$ cat config.mk
export PLATFORM = sky130hd
export DESIGN_NAME = sys_reset_hub
export DESIGN_NICKNAME = d
export VERILOG_FILES = /design/src/rtl/rsthub_pkg.sv /design/src/rtl/rsthub_sync.sv /design/src/rtl/rsthub_illdec.sv /design/src/rtl/rsthub_stretch.sv /design/src/rtl/rsthub_flags.sv /design/src/rtl/sys_reset_hub.sv
export SDC_FILE = /design/constraint.sdc
export NUM_CORES = 1
export LEC_CHECK = 0
export BUFFER_PORTS_ARGS = -buffer_cell sky130_fd_sc_hd__buf_4
export CORE_UTILIZATION = 43
export CTS_CLUSTER_SIZE = 28
export DETAILED_ROUTE_END_ITERATION = 10
export PLACE_DENSITY = 0.94
export SYNTH_ARGS = -nofsm -noshare
export SYNTH_HDL_FRONTEND = slang
export SYNTH_HIERARCHICAL = 1
export SYNTH_SLANG_ARGS = --single-unit
$ cat constraint.sdc
create_clock -name clk -period 4.4 [get_ports clk]
set_clock_uncertainty 0.2 [all_clocks]
set_input_delay 0.88 -clock clk [delete_from_list [all_inputs] [get_ports clk]]
set_output_delay 0.88 -clock clk [all_outputs]
set_load 0.02 [all_outputs]
$ cat src/rtl/rsthub_pkg.sv
package rsthub_pkg;
  localparam int FLAG_POR = 15;
  localparam int FLAG_ILL = 12;
  localparam int FLAG_SW  = 10;
  localparam int FLAG_WD  = 9;
  localparam int STAT_W   = 16;

  typedef struct packed {
    logic por;
    logic ill;
    logic sw;
    logic wd;
  } cause_t;
endpackage

$ cat src/rtl/rsthub_sync.sv
module rsthub_sync #(
  parameter logic RST_VAL = 1'b0
) (
  input  logic clk,
  input  logic arst_n,
  input  logic d,
  output logic q
);
  logic s1_q, s2_q;

  always_ff @(posedge clk or negedge arst_n) begin
    if (!arst_n) begin
      s1_q <= RST_VAL;
      s2_q <= RST_VAL;
    end else begin
      s1_q <= d;
      s2_q <= s1_q;
    end
  end

  assign q = s2_q;
endmodule

$ cat src/rtl/rsthub_illdec.sv
module rsthub_illdec #(
  parameter int AW = 16,
  parameter int NUM_RNG = 2,
  parameter logic [NUM_RNG*AW-1:0] RNG_LO = {16'h7800, 16'h0800},
  parameter logic [NUM_RNG*AW-1:0] RNG_HI = {16'h7FFF, 16'h6FFF}
) (
  input  logic          valid,
  input  logic [AW-1:0] addr,
  output logic          hit
);
  logic [NUM_RNG-1:0] in_rng;

  for (genvar g = 0; g < NUM_RNG; g++) begin : g_rng
    assign in_rng[g] = (addr >= RNG_LO[g*AW +: AW]) && (addr <= RNG_HI[g*AW +: AW]);
  end

  assign hit = valid && (|in_rng);
endmodule

$ cat src/rtl/rsthub_stretch.sv
module rsthub_stretch #(
  parameter int STRETCH = 8
) (
  input  logic clk,
  input  logic arst_n,
  input  logic req,
  input  logic por_hold,
  output logic rst_n,
  output logic clkcfg_rst_n
);
  localparam int CW = $clog2(STRETCH + 1);
  localparam logic [CW-1:0] LOAD = CW'(STRETCH);

  logic [CW-1:0] cnt_q, cnt_nxt;
  logic          rst_n_q, rst_n_nxt;
  logic          por_ph_q, por_ph_nxt;

  always_comb begin
    cnt_nxt = cnt_q;
    if (req) begin
      cnt_nxt = LOAD;
    end else if (cnt_q != '0) begin
      cnt_nxt = cnt_q - 1'b1;
    end
    rst_n_nxt  = (cnt_nxt == '0);
    por_ph_nxt = por_hold || (por_ph_q && (cnt_nxt != '0));
  end

  always_ff @(posedge clk or negedge arst_n) begin
    if (!arst_n) begin
      cnt_q    <= LOAD;
      rst_n_q  <= 1'b0;
      por_ph_q <= 1'b1;
    end else begin
      cnt_q    <= cnt_nxt;
      rst_n_q  <= rst_n_nxt;
      por_ph_q <= por_ph_nxt;
    end
  end

  assign rst_n        = rst_n_q;
  assign clkcfg_rst_n = !por_ph_q;

  AST_STRETCH_COUNTDOWN: assert property (@(posedge clk) disable iff (!arst_n)
    (cnt_q != '0 && !req) |=> (cnt_q == $past(cnt_q) - 1'b1));
  AST_REQ_RELOADS: assert property (@(posedge clk) disable iff (!arst_n)
    req |=> (cnt_q == LOAD && !rst_n_q));
  AST_CLKCFG_INSIDE_RST: assert property (@(posedge clk) disable iff (!arst_n)
    !clkcfg_rst_n |-> !rst_n_q);
endmodule

$ cat src/rtl/rsthub_flags.sv
module rsthub_flags
  import rsthub_pkg::*;
(
  input  logic              clk,
  input  logic              arst_n,
  input  cause_t            set,
  input  logic              clr_wr,
  input  logic [3:0]        clr_mask,
  output logic [STAT_W-1:0] status
);
  cause_t     flags_q, flags_nxt;
  logic [3:0] flags_vec, set_vec, clr_vec;

  assign set_vec   = set;
  assign clr_vec   = clr_wr ? clr_mask : 4'b0000;
  assign flags_vec = flags_q;

  always_comb begin
    flags_nxt = cause_t'(set_vec | (flags_vec & ~clr_vec));
  end

  always_ff @(posedge clk or negedge arst_n) begin
    if (!arst_n) begin
      flags_q <= '{por: 1'b1, ill: 1'b0, sw: 1'b0, wd: 1'b0};
    end else begin
      flags_q <= flags_nxt;
    end
  end

  always_comb begin
    status           = '0;
    status[FLAG_POR] = flags_q.por;
    status[FLAG_ILL] = flags_q.ill;
    status[FLAG_SW]  = flags_q.sw;
    status[FLAG_WD]  = flags_q.wd;
  end

  AST_FLAG_SET_ON_CAUSE: assert property (@(posedge clk) disable iff (!arst_n)
    (set_vec != 4'b0000) |=> ((flags_vec & $past(set_vec)) == $past(set_vec)));
  AST_FLAG_NO_SELF_CLEAR: assert property (@(posedge clk) disable iff (!arst_n)
    !clr_wr |=> ((flags_vec & $past(flags_vec)) == $past(flags_vec)));
endmodule

$ cat src/rtl/sys_reset_hub.sv
module sys_reset_hub
  import rsthub_pkg::*;
#(
  parameter int AW = 16,
  parameter int STRETCH = 8,
  parameter int NUM_ILL = 2,
  parameter logic [NUM_ILL*AW-1:0] ILL_LO = {16'h7800, 16'h0800},
  parameter logic [NUM_ILL*AW-1:0] ILL_HI = {16'h7FFF, 16'h6FFF}
) (
  input  logic              clk,
  input  logic              por_n,
  input  logic              ext_rst_n,
  input  logic              wd_expire,
  input  logic              wd_badkey,
  input  logic              ctl_wr,
  input  logic [1:0]        ctl_wbits,
  input  logic              stat_wr,
  input  logic [3:0]        stat_clr,
  input  logic              bus_valid,
  input  logic [AW-1:0]     bus_addr,
  output logic              dev_rst_n,
  output logic              rst_pin_drive,
  output logic              clkcfg_rst_n,
  output logic [STAT_W-1:0] status
);
  logic   por_q, ext_q;
  logic   por_hold, ext_hold;
  logic   wd_evt, sw_evt, ill_hit, req;
  cause_t causes;

  rsthub_sync #(.RST_VAL(1'b0)) u_por_sync (
    .clk(clk), .arst_n(por_n), .d(1'b1), .q(por_q)
  );
  rsthub_sync #(.RST_VAL(1'b1)) u_ext_sync (
    .clk(clk), .arst_n(por_n), .d(ext_rst_n), .q(ext_q)
  );

  rsthub_illdec #(
    .AW(AW), .NUM_RNG(NUM_ILL), .RNG_LO(ILL_LO), .RNG_HI(ILL_HI)
  ) u_illdec (
    .valid(bus_valid), .addr(bus_addr), .hit(ill_hit)
  );

  assign por_hold = !por_q;
  assign ext_hold = !ext_q;
  assign wd_evt   = wd_expire || wd_badkey;
  assign sw_evt   = ctl_wr && (ctl_wbits[1] || !ctl_wbits[0]);
  assign req      = por_hold || ext_hold || wd_evt || sw_evt || ill_hit;

  always_comb begin
    causes.por = por_hold;
    causes.ill = ill_hit;
    causes.sw  = sw_evt;
    causes.wd  = wd_evt;
  end

  rsthub_stretch #(.STRETCH(STRETCH)) u_stretch (
    .clk(clk), .arst_n(por_n), .req(req), .por_hold(por_hold),
    .rst_n(dev_rst_n), .clkcfg_rst_n(clkcfg_rst_n)
  );

  rsthub_flags u_flags (
    .clk(clk), .arst_n(por_n), .set(causes),
    .clr_wr(stat_wr), .clr_mask(stat_clr), .status(status)
  );

  assign rst_pin_drive = !dev_rst_n;

  AST_EXT_HOLDS_RESET: assert property (@(posedge clk) disable iff (!por_n)
    !ext_q |=> !dev_rst_n);
  AST_SW_RESET_FLAGGED: assert property (@(posedge clk) disable iff (!por_n)
    sw_evt |=> (!dev_rst_n && status[FLAG_SW]));
  AST_ILL_RESET_FLAGGED: assert property (@(posedge clk) disable iff (!por_n)
    ill_hit |=> (!dev_rst_n && status[FLAG_ILL]));
  AST_WD_RESET_FLAGGED: assert property (@(posedge clk) disable iff (!por_n)
    wd_evt |=> (!dev_rst_n && status[FLAG_WD]));
  AST_SPARE_BITS_ZERO: assert property (@(posedge clk) disable iff (!por_n)
    (status & 16'h69FF) == 16'h0000);
endmodule

## After elaboration in Yosys (flattened, before gate mapping)

Index checks and enable logic that the tools add are counted.

- Register bits: 14
- Output and inout port bits: 19
- Logic and storage cells: 43

- Reductions and logical operators: 21
- Bitwise logic cells: 3
- Mux-type cells: 3
- Magnitude comparators: 4
- $add $sub $neg: 1

Operator list:

| kind | number |
|---|---|
| $le A16 B15 Y1 const B | 2 |
| $ge A16 B12 Y1 const B | 1 |
| $ge A16 B15 Y1 const B | 1 |
| $mux W4 | 3 |
| $reduce_bool A4 Y1 | 2 |
| $logic_or A1 B1 Y1 | 7 |
| $logic_and A1 B1 Y1 | 5 |
| $logic_not A1 Y1 | 5 |
| $and A4 B4 Y4 | 1 |
| $logic_not A4 Y1 | 1 |
| $not A4 Y4 | 1 |
| $or A4 B4 Y4 | 1 |
| $sub A4 B1 Y4 const B | 1 |
| $reduce_or A2 Y1 | 1 |

## Longest topological paths before layout

Gate-level depths: netlist of the first run.

- Depth after elaboration: 9
- Gate-level depth with buffers: 6

## Hierarchy

Netlist of the first run, hierarchy kept.

By module, submodules not included:

| module | seq. area each (sq um) | area an instance (sq um) | cells each | instances |
|---|---|---|---|---|
| rsthub_stretch | 152.6 | 324.1 | 29 | 1 |
| rsthub_flags | 101.3 | 240.2 | 25 | 1 |
| rsthub_sync (u_ext_sync) | 52.6 | 52.6 | 2 | 1 |
| rsthub_sync (u_por_sync) | 50.0 | 50.0 | 2 | 1 |
| sys_reset_hub | 0.0 | 45.0 | 8 | 1 |
| rsthub_illdec | 0.0 | 25.0 | 3 | 1 |

## Worst setup path after synthesis of the first run

OpenSTA, ideal clock, no wires.

- Path type: input to register
- From: input bus_addr[14]
- To: register u_stretch.por_ph_q
- Cell stages on the path: 6
- Slack: 1.797 ns
- Arrival: 2.321 ns
- Path through: nor4_1 nor4b_1 a2111o_1 nor4b_1 a32oi_1 a211o_1

- Longest elaborated chain between the ends: 9

RTL lines:

| element | line | RTL |
|---|---|---|
| from (decl) | sys_reset_hub.sv:20 | `input logic [AW-1:0] bus_addr,` |
| $ge A16 B12 Y1, or another cell as far along | rsthub_illdec.sv:14 | `assign in_rng[g] = (addr >= RNG_LO[g*AW +: AW]) && (addr <= RNG_HI[g*AW +: AW]);` |
| $logic_and A1 B1 Y1 | rsthub_illdec.sv:14 |  |
| $reduce_or A2 Y1 (*) | rsthub_illdec.sv:17 | `assign hit = valid && (\|in_rng);` |
| $logic_and A1 B1 Y1 (*) | rsthub_illdec.sv:17 |  |
| via ill_hit | sys_reset_hub.sv:28 | `logic wd_evt, sw_evt, ill_hit, req;` |
| $logic_or A1 B1 Y1 (*) | sys_reset_hub.sv:48 | `assign req = por_hold \|\| ext_hold \|\| wd_evt \|\| sw_evt \|\| ill_hit;` |
| via req | sys_reset_hub.sv:28 |  |
| $mux W4 (*) | rsthub_stretch.sv:20 | `if (req) begin` |
| $reduce_bool A4 Y1 (*) | rsthub_stretch.sv:26 | `por_ph_nxt = por_hold \|\| (por_ph_q && (cnt_nxt != '0));` |
| $logic_and A1 B1 Y1 (*) | rsthub_stretch.sv:26 |  |
| $logic_or A1 B1 Y1 (*) | rsthub_stretch.sv:26 |  |
| via u_stretch.por_ph_nxt | rsthub_stretch.sv:16 | `logic por_ph_q, por_ph_nxt;` |
| to (signal assigned) | rsthub_stretch.sv:37 | `por_ph_q <= por_ph_nxt;` |
| to (decl) | rsthub_stretch.sv:16 |  |

The timed path passes the listed nets; every way through them passes the cells marked *.

## Worst setup path after layout of the first run

Same ends and word-level chain as after synthesis.

==> metrics.md, run 1 <==
| Metric | Value |
|---|---|
| Status | `finished with violations` |
| Violated checks | `DRC` |
| Routed WL per cell | `13.0 um` |
| CP required | `4410 ps` |
| Worst Path Arrival | `2690 ps` |
| DRC viols | `8` |
| Total GRT Usage | `0.173` |
| Die ar. | `0.00188 mm2` |
| Die width | `43.4 um` |
| Most frequent cell after synthesis | `buf_4` |
| Via-to-Cell Ratio | `5.29` |
| Delay-heaviest family, CP | `compound AO/OA/AOI/OAI gates` |
| Syn. warnings | `6` |
| Gp weighted congestion | `0.646` |
| CP Launch Type | `primary input` |
| Gr ovfl total | `0` |
| I/O pins | `49` |
| Setup Fix Bufs, Post-CTS | `0` |
| Final period util | `0.609` |
| Top cells by count, synth | `buf_4 (12), dfrtp_1 (9), nand2_1 (6)` |
| CTS tree | `built` |
| Post-Place Worst Slack | `1440 ps` |
| DRT antenna net count | `0` |
| CTS root buf | `clkbuf_4` |
| IO Port Bufs | `25` |
| Buffer and inverter count on the worst path | `1` |
| Fill count | `130` |
| Detailed Route WL | `1460 um` |
| Vias in the first global route | `536` |
| Htree depth | `1` |
| CP Capture Type | `flip-flop` |
| Fin. Hold Viols | `0` |
| Post-synth EDFFs | `0` |
| Initial antenna violation count | `0` |
| Critical path depth | `7` |
| CTS buffer count | `3` |
| CTS clock-pin slew for the worst setup and hold paths | `70 ps` |
| Fin nets | `129` |
| Final setup fails | `0` |
| Post-Syn Area | `737 um2` |
| Share of layout cells above drive strength 1 | `0.381` |
| Crit-path most repeated cell | `nor4b_1` |
| Max FO, Critical Path | `7` |
| Antenna cells | `0` |
| Sequential fraction of the synthesis area | `0.484` |
| Hold path depth | `0` |
| # clock sinks | `14` |
| Initial DRC Count | `23` |
| Area Overhead vs Synth | `26.5%` |
| Top FF cell, synth | `dfrtp_1` |
| Clock Path Buffers | `2` |
| Core Area | `0.00156 mm2` |
| Post-CTS Hold Fix Bufs | `0` |
| R2R cell count | `5` |
| Post-CTS resize count | `0` |
| Static Leak | `0.469 nW` |
| Worst setup margin | `1720 ps` |
| Min Hold Slack | `153 ps` |
| Rows | `14` |
| Cell Chain, Critical Path | `buf_4 > nor4_1 > nor4b_1 > a2111o_1 > nor4b_1 > a32oi_1 > a211o_1` |
| Setup TNS | `0 ps` |
| Register bit total from synthesis | `14` |
| Post-synthesis cell count | `69` |
| Crit-path slowest cell | `a2111o_1` |
| Min-delay worst type | `flip-flop to flip-flop` |
| Largest net degree at the start of global routing | `15` |
| Cell taking the most area after synthesis | `dfrtp_1` |
| Die Height | `43.4 um` |
| Yosys top cell area share | `0.306` |
| Max rail drop VDD | `0.000200 V` |
| Max Cap Violations | `0` |
| Final Max Slew Viols | `0` |
| Synth unique cells | `29` |
| Initial Util | `0.473` |
| Post-synthesis average cell area | `10.7 um2` |
| Pwr/cell area | `295 mW/mm2` |
| Final Critical Period | `2680 ps` |
| Peak Freq | `373 MHz` |
| First-pass GRT wire length | `2300 um` |
| Critical path class | `primary input to flip-flop` |
| RSZ-0062 raised after global routing | `false` |
| Drt first pass iters | `7` |
| Clock Latency Late Sink | `280 ps` |
| FFs w/ async S/R, synth | `1.00` |
| Worst path max stage delay | `480 ps` |
| Synth area leaders | `dfrtp_1 (31%), dfstp_2 (18%), buf_4 (12%)` |
| Via count | `598` |
| Post-DP HPWL | `1180 um` |
[metrics by stage]
stage / std cells / cell area (um2) / total power (W) / util
final: 113 / 932 / 0.000275 / 0.598
after global routing: 113 / 932 / 0.000288 / 0.598
after floorplan: 80 / 778 / 0.000172 / -
after detailed placement: 109 / 896 / 0.000187 / 0.575
after global placement: 109 / 896 / 0.000184 / 0.575
after CTS: 113 / 932 / 0.000278 / 0.598
[state kept, by name, indices dropped and copies added, names as in the netlist]
signal,flops
u_por_sync/s1_q,1
u_por_sync/q,1
u_ext_sync/s1_q,1
u_stretch/por_ph_q,1
u_stretch/rst_n,1
u_ext_sync/q,1
u_stretch/cnt_q,4
u_flags/status,4
[worst paths after layout]
kind / slack (ps) / from / endpoint
max: 1720 / bus_addr[14] / u_stretch/por_ph_q
min reg2reg: 150 / u_por_sync/s1_q / u_por_sync/q
min: 150 / u_por_sync/s1_q / u_por_sync/q
max in group asynchronous: 3530 / por_n / u_ext_sync/q
min in group asynchronous: 220 / por_n / u_stretch/cnt_q[0]
max reg2reg: 2220 / u_ext_sync/q / u_stretch/por_ph_q
[logic make-up after synthesis]
group / after synthesis / share of synthesized area
buffers and inverters: 17 / 0.148
other: 2 / 0.0102
DFF: 14 / 0.484
adders and majority gates: 1 / 0.0170
and+or+nand+nor: 23 / 0.205
AOI/OAI and AO/OA: 12 / 0.136
[report_power, final]
group | switching (W) | internal [W] | total (W)
combinational | 0.0000250 | 0.0000201 | 0.0000451
clock | 0.0000401 | 0.0000504 | 0.0000905
sequential | 0.00000349 | 0.000136 | 0.000139
[cells in the final DEF, fill, tap and decap left out, drive strengths merged, types with 2 or more instances in the layout]
cell type,netlist,final
nand2,6,6
a21oi,2,2
clkbuf,0,4
buf,12,25
or2,2,2
conb,2,13
a211o,2,2
dfstp,5,5
a21o,4,4
nand2b,2,2
inv,5,5
dfrtp,9,9
nor4b,3,3
[area by class of cell]
type / count / area, um2 / area share
timing repair buffer: 25 / 188 / 0.201
inverter: 5 / 18.8 / 0.0201
multi-input combinational: 49 / 313 / 0.336
tap: 16 / 20.0 / 0.0215
clock buffer: 4 / 36.3 / 0.0389
sequential: 14 / 357 / 0.383
[layer usage]
layer,wire (um),up-vias,GRT usage
met5,0,-,0
met4,27,0,0.0500
met3,128,4,0.0792
met2,779,37,0.300
met1,529,287,0.191
li1,-,270,-
Power figures use the tool's default switching activity.
==> run 2: changes to the inputs <==
- CORE_UTILIZATION: 43 -> 40
- PLACE_DENSITY: 0.94 -> 0.89
- clock period: 4.4 -> 2.6 ns (I/O delays scaled with it)
==> metrics.md, run 2 (same netlist as run 1, synthesis figures left out) <==
| Metric | Value |
|---|---|
| Area Overhead vs Synth | `30.4%` |
| Vias in the first global route | `475 (-11%)` |
| DRC viols | `0 (-8)` |
| Setup TNS | `0 ps (unchanged)` |
| First-pass GRT wire length | `1910 um (-17%)` |
| Final period util | `0.856` |
| RSZ-0062 raised after global routing | `false` |
| Via-to-Cell Ratio | `4.66 (-12%)` |
| Max rail drop VDD | `0.000362 V (+81%)` |
| Fill count | `161 (+24%)` |
| Gr ovfl total | `0 (unchanged)` |
| Critical path class | `primary input to flip-flop` |
| CP Launch Type | `primary input` |
| Fin nets | `131 (+1.6%)` |
| Drt first pass iters | `4 (-3)` |
| Gp weighted congestion | `0.726 (+12%)` |
| Status | `finished clean` |
| Pwr/cell area | `486 mW/mm2 (+65%)` |
| Clock Path Buffers | `2 (unchanged)` |
| CP Capture Type | `flip-flop` |
| Worst R2R Setup Slack | `550 ps (-1670 ps)` |
| Final setup fails | `0 (unchanged)` |
| Final Critical Period | `2230 ps` |
| # clock sinks | `14 (unchanged)` |
| Routed WL per cell | `10.3 um (-20%)` |
| Core Area | `0.00173 mm2 (+11%)` |
| IO Port Bufs | `25 (unchanged)` |
| Max FO, Critical Path | `5 (-2)` |
| Most common cell after layout, fill and taps aside | `buf_4` |
| Most frequent cells in the layout | `buf_4 (26), conb_1 (13), dfrtp_1 (9)` |
| DRT antenna net count | `0 (unchanged)` |
| Share of layout cells above drive strength 1 | `0.384 (+0.00240)` |
| I/O pins | `49 (unchanged)` |
| Setup Fix Bufs, Post-CTS | `0 (unchanged)` |
| Hold path depth | `1 (+1)` |
| CTS clock-pin slew for the worst setup and hold paths | `70 ps (about the same)` |
| Fin. Hold Viols | `0 (unchanged)` |
| Die width | `44.9 um (+3.5%)` |
| Worst setup margin | `374 ps (-1340 ps)` |
| Die Height | `44.9 um (+3.5%)` |
| Initial Util | `0.427 (-0.0459)` |
| CTS tree | `built` |
| Static Leak | `0.478 nW (+1.8%)` |
| Antenna cells | `0 (unchanged)` |
| Via count | `578 (-3.3%)` |
| CTS buffer count | `3 (unchanged)` |
| Final Max Slew Viols | `0 (unchanged)` |
| Initial antenna violation count | `0 (unchanged)` |
| Clock Latency Late Sink | `290 ps (about the same)` |
| Total GRT Usage | `0.139 (-0.0338)` |
| Placement-stage cell area | `915 um2 (+2.1%)` |
| Die ar. | `0.00202 mm2 (+7.2%)` |
| R2R cell count | `5 (unchanged)` |
| Detailed Route WL | `1280 um (-13%)` |
| Largest net degree at the start of global routing | `15 (unchanged)` |
| Rows | `15 (+1)` |
| CTS root buf | `clkbuf_4` |
| Post-Place Worst Slack | `95.6 ps (-1350 ps)` |
| Max Cap Violations | `0 (unchanged)` |
| Initial DRC Count | `1 (-96%)` |
| Worst Path Arrival | `2240 ps (-450 ps)` |
| CP required | `2610 ps (-1800 ps)` |
| Post-DP HPWL | `1020 um (-13%)` |
| Peak Freq | `449 MHz` |
| Htree depth | `1 (unchanged)` |
| Final instance area | `961 um2 (+3.1%)` |
| Min-delay worst type | `primary input to flip-flop` |
run 2: changes by cell type in the layout (fill, tap and decap cells not counted), sizes merged:
cell and change:
dlygate4sd3 +1, buf +1
run 2: final cells by class:
type / instances / area (um2) / area share
clock buffers: 4 / 36.3 / 0.0378
inverters: 5 / 18.8 / 0.0195
multi-input cells: 49 / 313 / 0.326
flip-flops and latches: 14 / 357 / 0.371
well taps: 25 / 31.3 / 0.0326
repair buffers: 27 / 205 / 0.214
run 2: path summary, 6_finish.rpt:
check | from | end
min in group asynchronous | por_n | u_flags/status[12]
max in group asynchronous | por_n | u_flags/status[15]
hold reg to reg | u_por_sync/s1_q | u_por_sync/q
hold / removal | ext_rst_n | u_ext_sync/s1_q
setup reg to reg | u_ext_sync/q | u_stretch/por_ph_q
setup / recovery | bus_addr[14] | u_stretch/por_ph_q
run 2: where the power goes:
group | internal, W | switching [W] | total (W)
combinational | 0.0000353 | 0.0000418 | 0.0000771
sequential | 0.000229 | 0.00000499 | 0.000234
clock | 0.0000853 | 0.0000699 | 0.000155
total | 0.000350 | 0.000117 | 0.000467
run 2: critical path: stages:
cell and delay, ps:
buf_4 110, nor4_1 300, nor4b_1 120, a2111o_1 430, nor4b_1 320, a32oi_1 130, a211o_1 310
run 2: timing repair:
item                       in CTS  in global routing
hold endpoints to repair        9                  0
gates resized for setup         0                  0
hold buffers                    1                  0
setup endpoints to repair       0                  0
run 2: through the flow:
step | util | total power [W] | cells | hold WS [ps]
5_1_grt | 0.557 | 0.000489 | 124 | 121
6_report | 0.557 | 0.000467 | 124 | 142
3_5_place_dp | 0.530 | 0.000314 | 119 | 140
4_1_cts | 0.557 | 0.000474 | 124 | 130
3_3_place_gp | 0.530 | 0.000312 | 119 | 136
2_1_floorplan | - | 0.000290 | 80 | 24.4
run 2: metal layers:
layer  track usage  part of all wire  wire [um]
met5             0                 0          0
met4        0.0545             0.013         17
met3        0.0720             0.072         92
met2         0.212              0.51        657
met1         0.167              0.40        514
==> run 3: changes to the inputs <==
- GPL_TIMING_DRIVEN: default -> 0
==> metrics.md, run 3 (same netlist as run 1, synthesis figures left out) <==
| Metric | Value |
|---|---|
| Most common cell after layout, fill and taps aside | `buf_4` |
| Drt first pass iters | `4 (unchanged)` |
| Clock Path Buffers | `2 (unchanged)` |
| Final setup fails | `0 (unchanged)` |
| Fin. Hold Viols | `0 (unchanged)` |
| Crit-path slowest cell | `a2111o_1` |
| Fin nets | `142 (+8.4%)` |
| CP required | `2610 ps (about the same)` |
| Most frequent cells in the layout | `buf_4 (37), conb_1 (13), dfrtp_1 (9)` |
| Die ar. | `0.00202 mm2 (unchanged)` |
| Share of layout cells above drive strength 1 | `0.445 (+0.0616)` |
| Final period util | `0.858 (+0.00194)` |
| R2R cell count | `5 (unchanged)` |
| Worst R2R Setup Slack | `500 ps (-50 ps)` |
| CTS tree | `built` |
| Combinational Power Share | `0.189 (+0.024)` |
| Detailed Route WL | `1320 um (+2.9%)` |
| CTS root buf | `clkbuf_4` |
| Peak Freq | `448 MHz (-0.23%)` |
| Hold path depth | `1 (unchanged)` |
| Setup TNS | `0 ps (unchanged)` |
| Antenna cells | `0 (unchanged)` |
| Initial Util | `0.427 (unchanged)` |
| Post-DP HPWL | `1030 um (+1.3%)` |
| Max Cap Violations | `0 (unchanged)` |
| First-pass GRT wire length | `1890 um (-1.1%)` |
| Internal Power | `0.000362 W (+3.3%)` |
| Rows | `15 (unchanged)` |
| Via-to-Cell Ratio | `4.31 (-7.5%)` |
| Reg2Reg Launch Point | `u_ext_sync/q` |
| Delay-heaviest family, CP | `compound AO/OA/AOI/OAI gates` |
| CTS clock-pin slew for the worst setup and hold paths | `80 ps (about the same)` |
| Psw | `0.000121 W (+3.6%)` |
| # clock sinks | `14 (unchanged)` |
| IO Port Bufs | `25 (unchanged)` |
| Min-delay worst type | `primary input to flip-flop` |
| Static Leak | `0.539 nW (+13%)` |
| Max FO, Critical Path | `7 (+2)` |
| Gp weighted congestion | `0.700 (-3.6%)` |
| Via count | `582 (+0.69%)` |
| Area Overhead vs Synth | `41.6%` |
| Max rail drop VDD | `0.000272 V (-25%)` |
| Die width | `44.9 um (unchanged)` |
| Sw Ratio | `0.250 (+0.000415)` |
| Crit Reg-Reg Endpoint | `u_stretch/por_ph_q` |
| CTS buffer count | `3 (unchanged)` |
| Die Height | `44.9 um (unchanged)` |
| Htree depth | `1 (unchanged)` |
| Fill count | `158 (-1.9%)` |
| Gr ovfl total | `0 (unchanged)` |
| Final Max Slew Viols | `0 (unchanged)` |
| Largest net degree at the start of global routing | `15 (unchanged)` |
| Final Critical Period | `2230 ps (+5.04 ps)` |
| Status | `finished clean` |
| Core Area | `0.00173 mm2 (unchanged)` |
| Cell Chain, Critical Path | `buf_4 > nor4_1 > nor4b_1 > a2111o_1 > nor4b_1 > a32oi_1 > a211o_1` |
| Buffer and inverter count on the worst path | `1 (unchanged)` |
| Initial antenna violation count | `0 (unchanged)` |
| RSZ-0062 raised after global routing | `false` |
| Crit-path most repeated cell | `nor4b_1` |
| I/O pins | `49 (unchanged)` |
| Pwr/cell area | `462 mW/mm2 (-4.8%)` |
| Vias in the first global route | `425 (-11%)` |
| CP Capture Type | `flip-flop` |
| DRC viols | `0 (unchanged)` |
| CP Launch Type | `primary input` |
| Design Power | `0.000483 W (+3.4%)` |
| Critical path class | `primary input to flip-flop` |
| Initial DRC Count | `5 (+4)` |
| Clock share of power | `0.325 (-0.008)` |
| Hold Startpoint | `ext_rst_n` |
| DRT antenna net count | `0 (unchanged)` |
| Routed WL per cell | `9.76 um (-5.5%)` |
| Hold Path Sink | `u_ext_sync/s1_q` |
| Part of the power in registers | `0.486 (-0.016)` |
| Worst path max stage delay | `470 ps (+40 ps)` |
| Worst Path Arrival | `2240 ps (about the same)` |
| Clock Latency Late Sink | `290 ps (about the same)` |
| Total GRT Usage | `0.136 (-0.00288)` |
[run 3: cell type report]
cell class                 count  area, um2  share of cell area
buffer                        12       90.1              0.0863
clock buffer                   4       36.3              0.0348
inverter                       5       18.8              0.0180
multi-input combinational     49        313               0.300
sequential                    14        357               0.342
tap                           25       31.3              0.0300
timing repair buffer          26        198               0.189
[run 3: worst max path at each step]
stage / startpoint / endpoint / slack (ps) / depth (start not counted)
final: bus_addr[14] / u_stretch/por_ph_q / 370 / 7
after global routing: bus_addr[14] / u_stretch/por_ph_q / 260 / 7
after CTS: bus_addr[14] / u_stretch/por_ph_q / 380 / 7
after detailed placement: bus_addr[14] / u_stretch/por_ph_q / 80 / 7
after global placement: bus_addr[14] / u_stretch/por_ph_q / 110 / 7
after floorplan: bus_addr[14] / u_stretch/por_ph_q / 360 / 6
[run 3: what timing repair did]
action | in CTS | in global routing
endpoints found under the hold margin | 9 | 0
setup buffers | 0 | 0
hold buffers | 1 | 0
gates resized for setup | 0 | 0
[run 3: stage by stage]
| step | cell area (um2) | hold slack, ps | std cells | worst slack, ps | utilization |
|---|---|---|---|---|---|
| after detailed placement | 997 | 140 | 130 | 83.3 | 0.578 |
| after CTS | 1040 | 130 | 135 | 382 | 0.604 |
| after global routing | 1040 | 121 | 135 | 264 | 0.604 |
| after global placement | 997 | 136 | 130 | 106 | 0.578 |
| final | 1040 | 140 | 135 | 369 | 0.604 |
| after floorplan | 778 | 24.4 | 80 | 357 | - |
[run 3: routing by layer]
metal  routed length (um)  up-vias  global-route usage
met5                    0        -                   0
met4                   13        0              0.0545
met3                   88        2              0.0600
met2                  626       21               0.206
met1                  588      265               0.171
li1                     -      294                   -
[run 3: power groups by stage]
stage	registers, W	logic, W	clock network [W]
final	0.000235	0.0000913	0.000157
after global routing	0.000236	0.0000988	0.000170
after CTS	0.000235	0.0000910	0.000163
after detailed placement	0.000239	0.0000899	0
after global placement	0.000238	0.0000880	0
after floorplan	0.000244	0.0000460	0
[run 3: worst register-to-register path, stage by stage, from the launching register on]
cell      delay (ps)
dfstp_2          520
nand2_1           50
a2111o_1         500
nor4b_1          320
a32oi_1          130
a211o_1          310
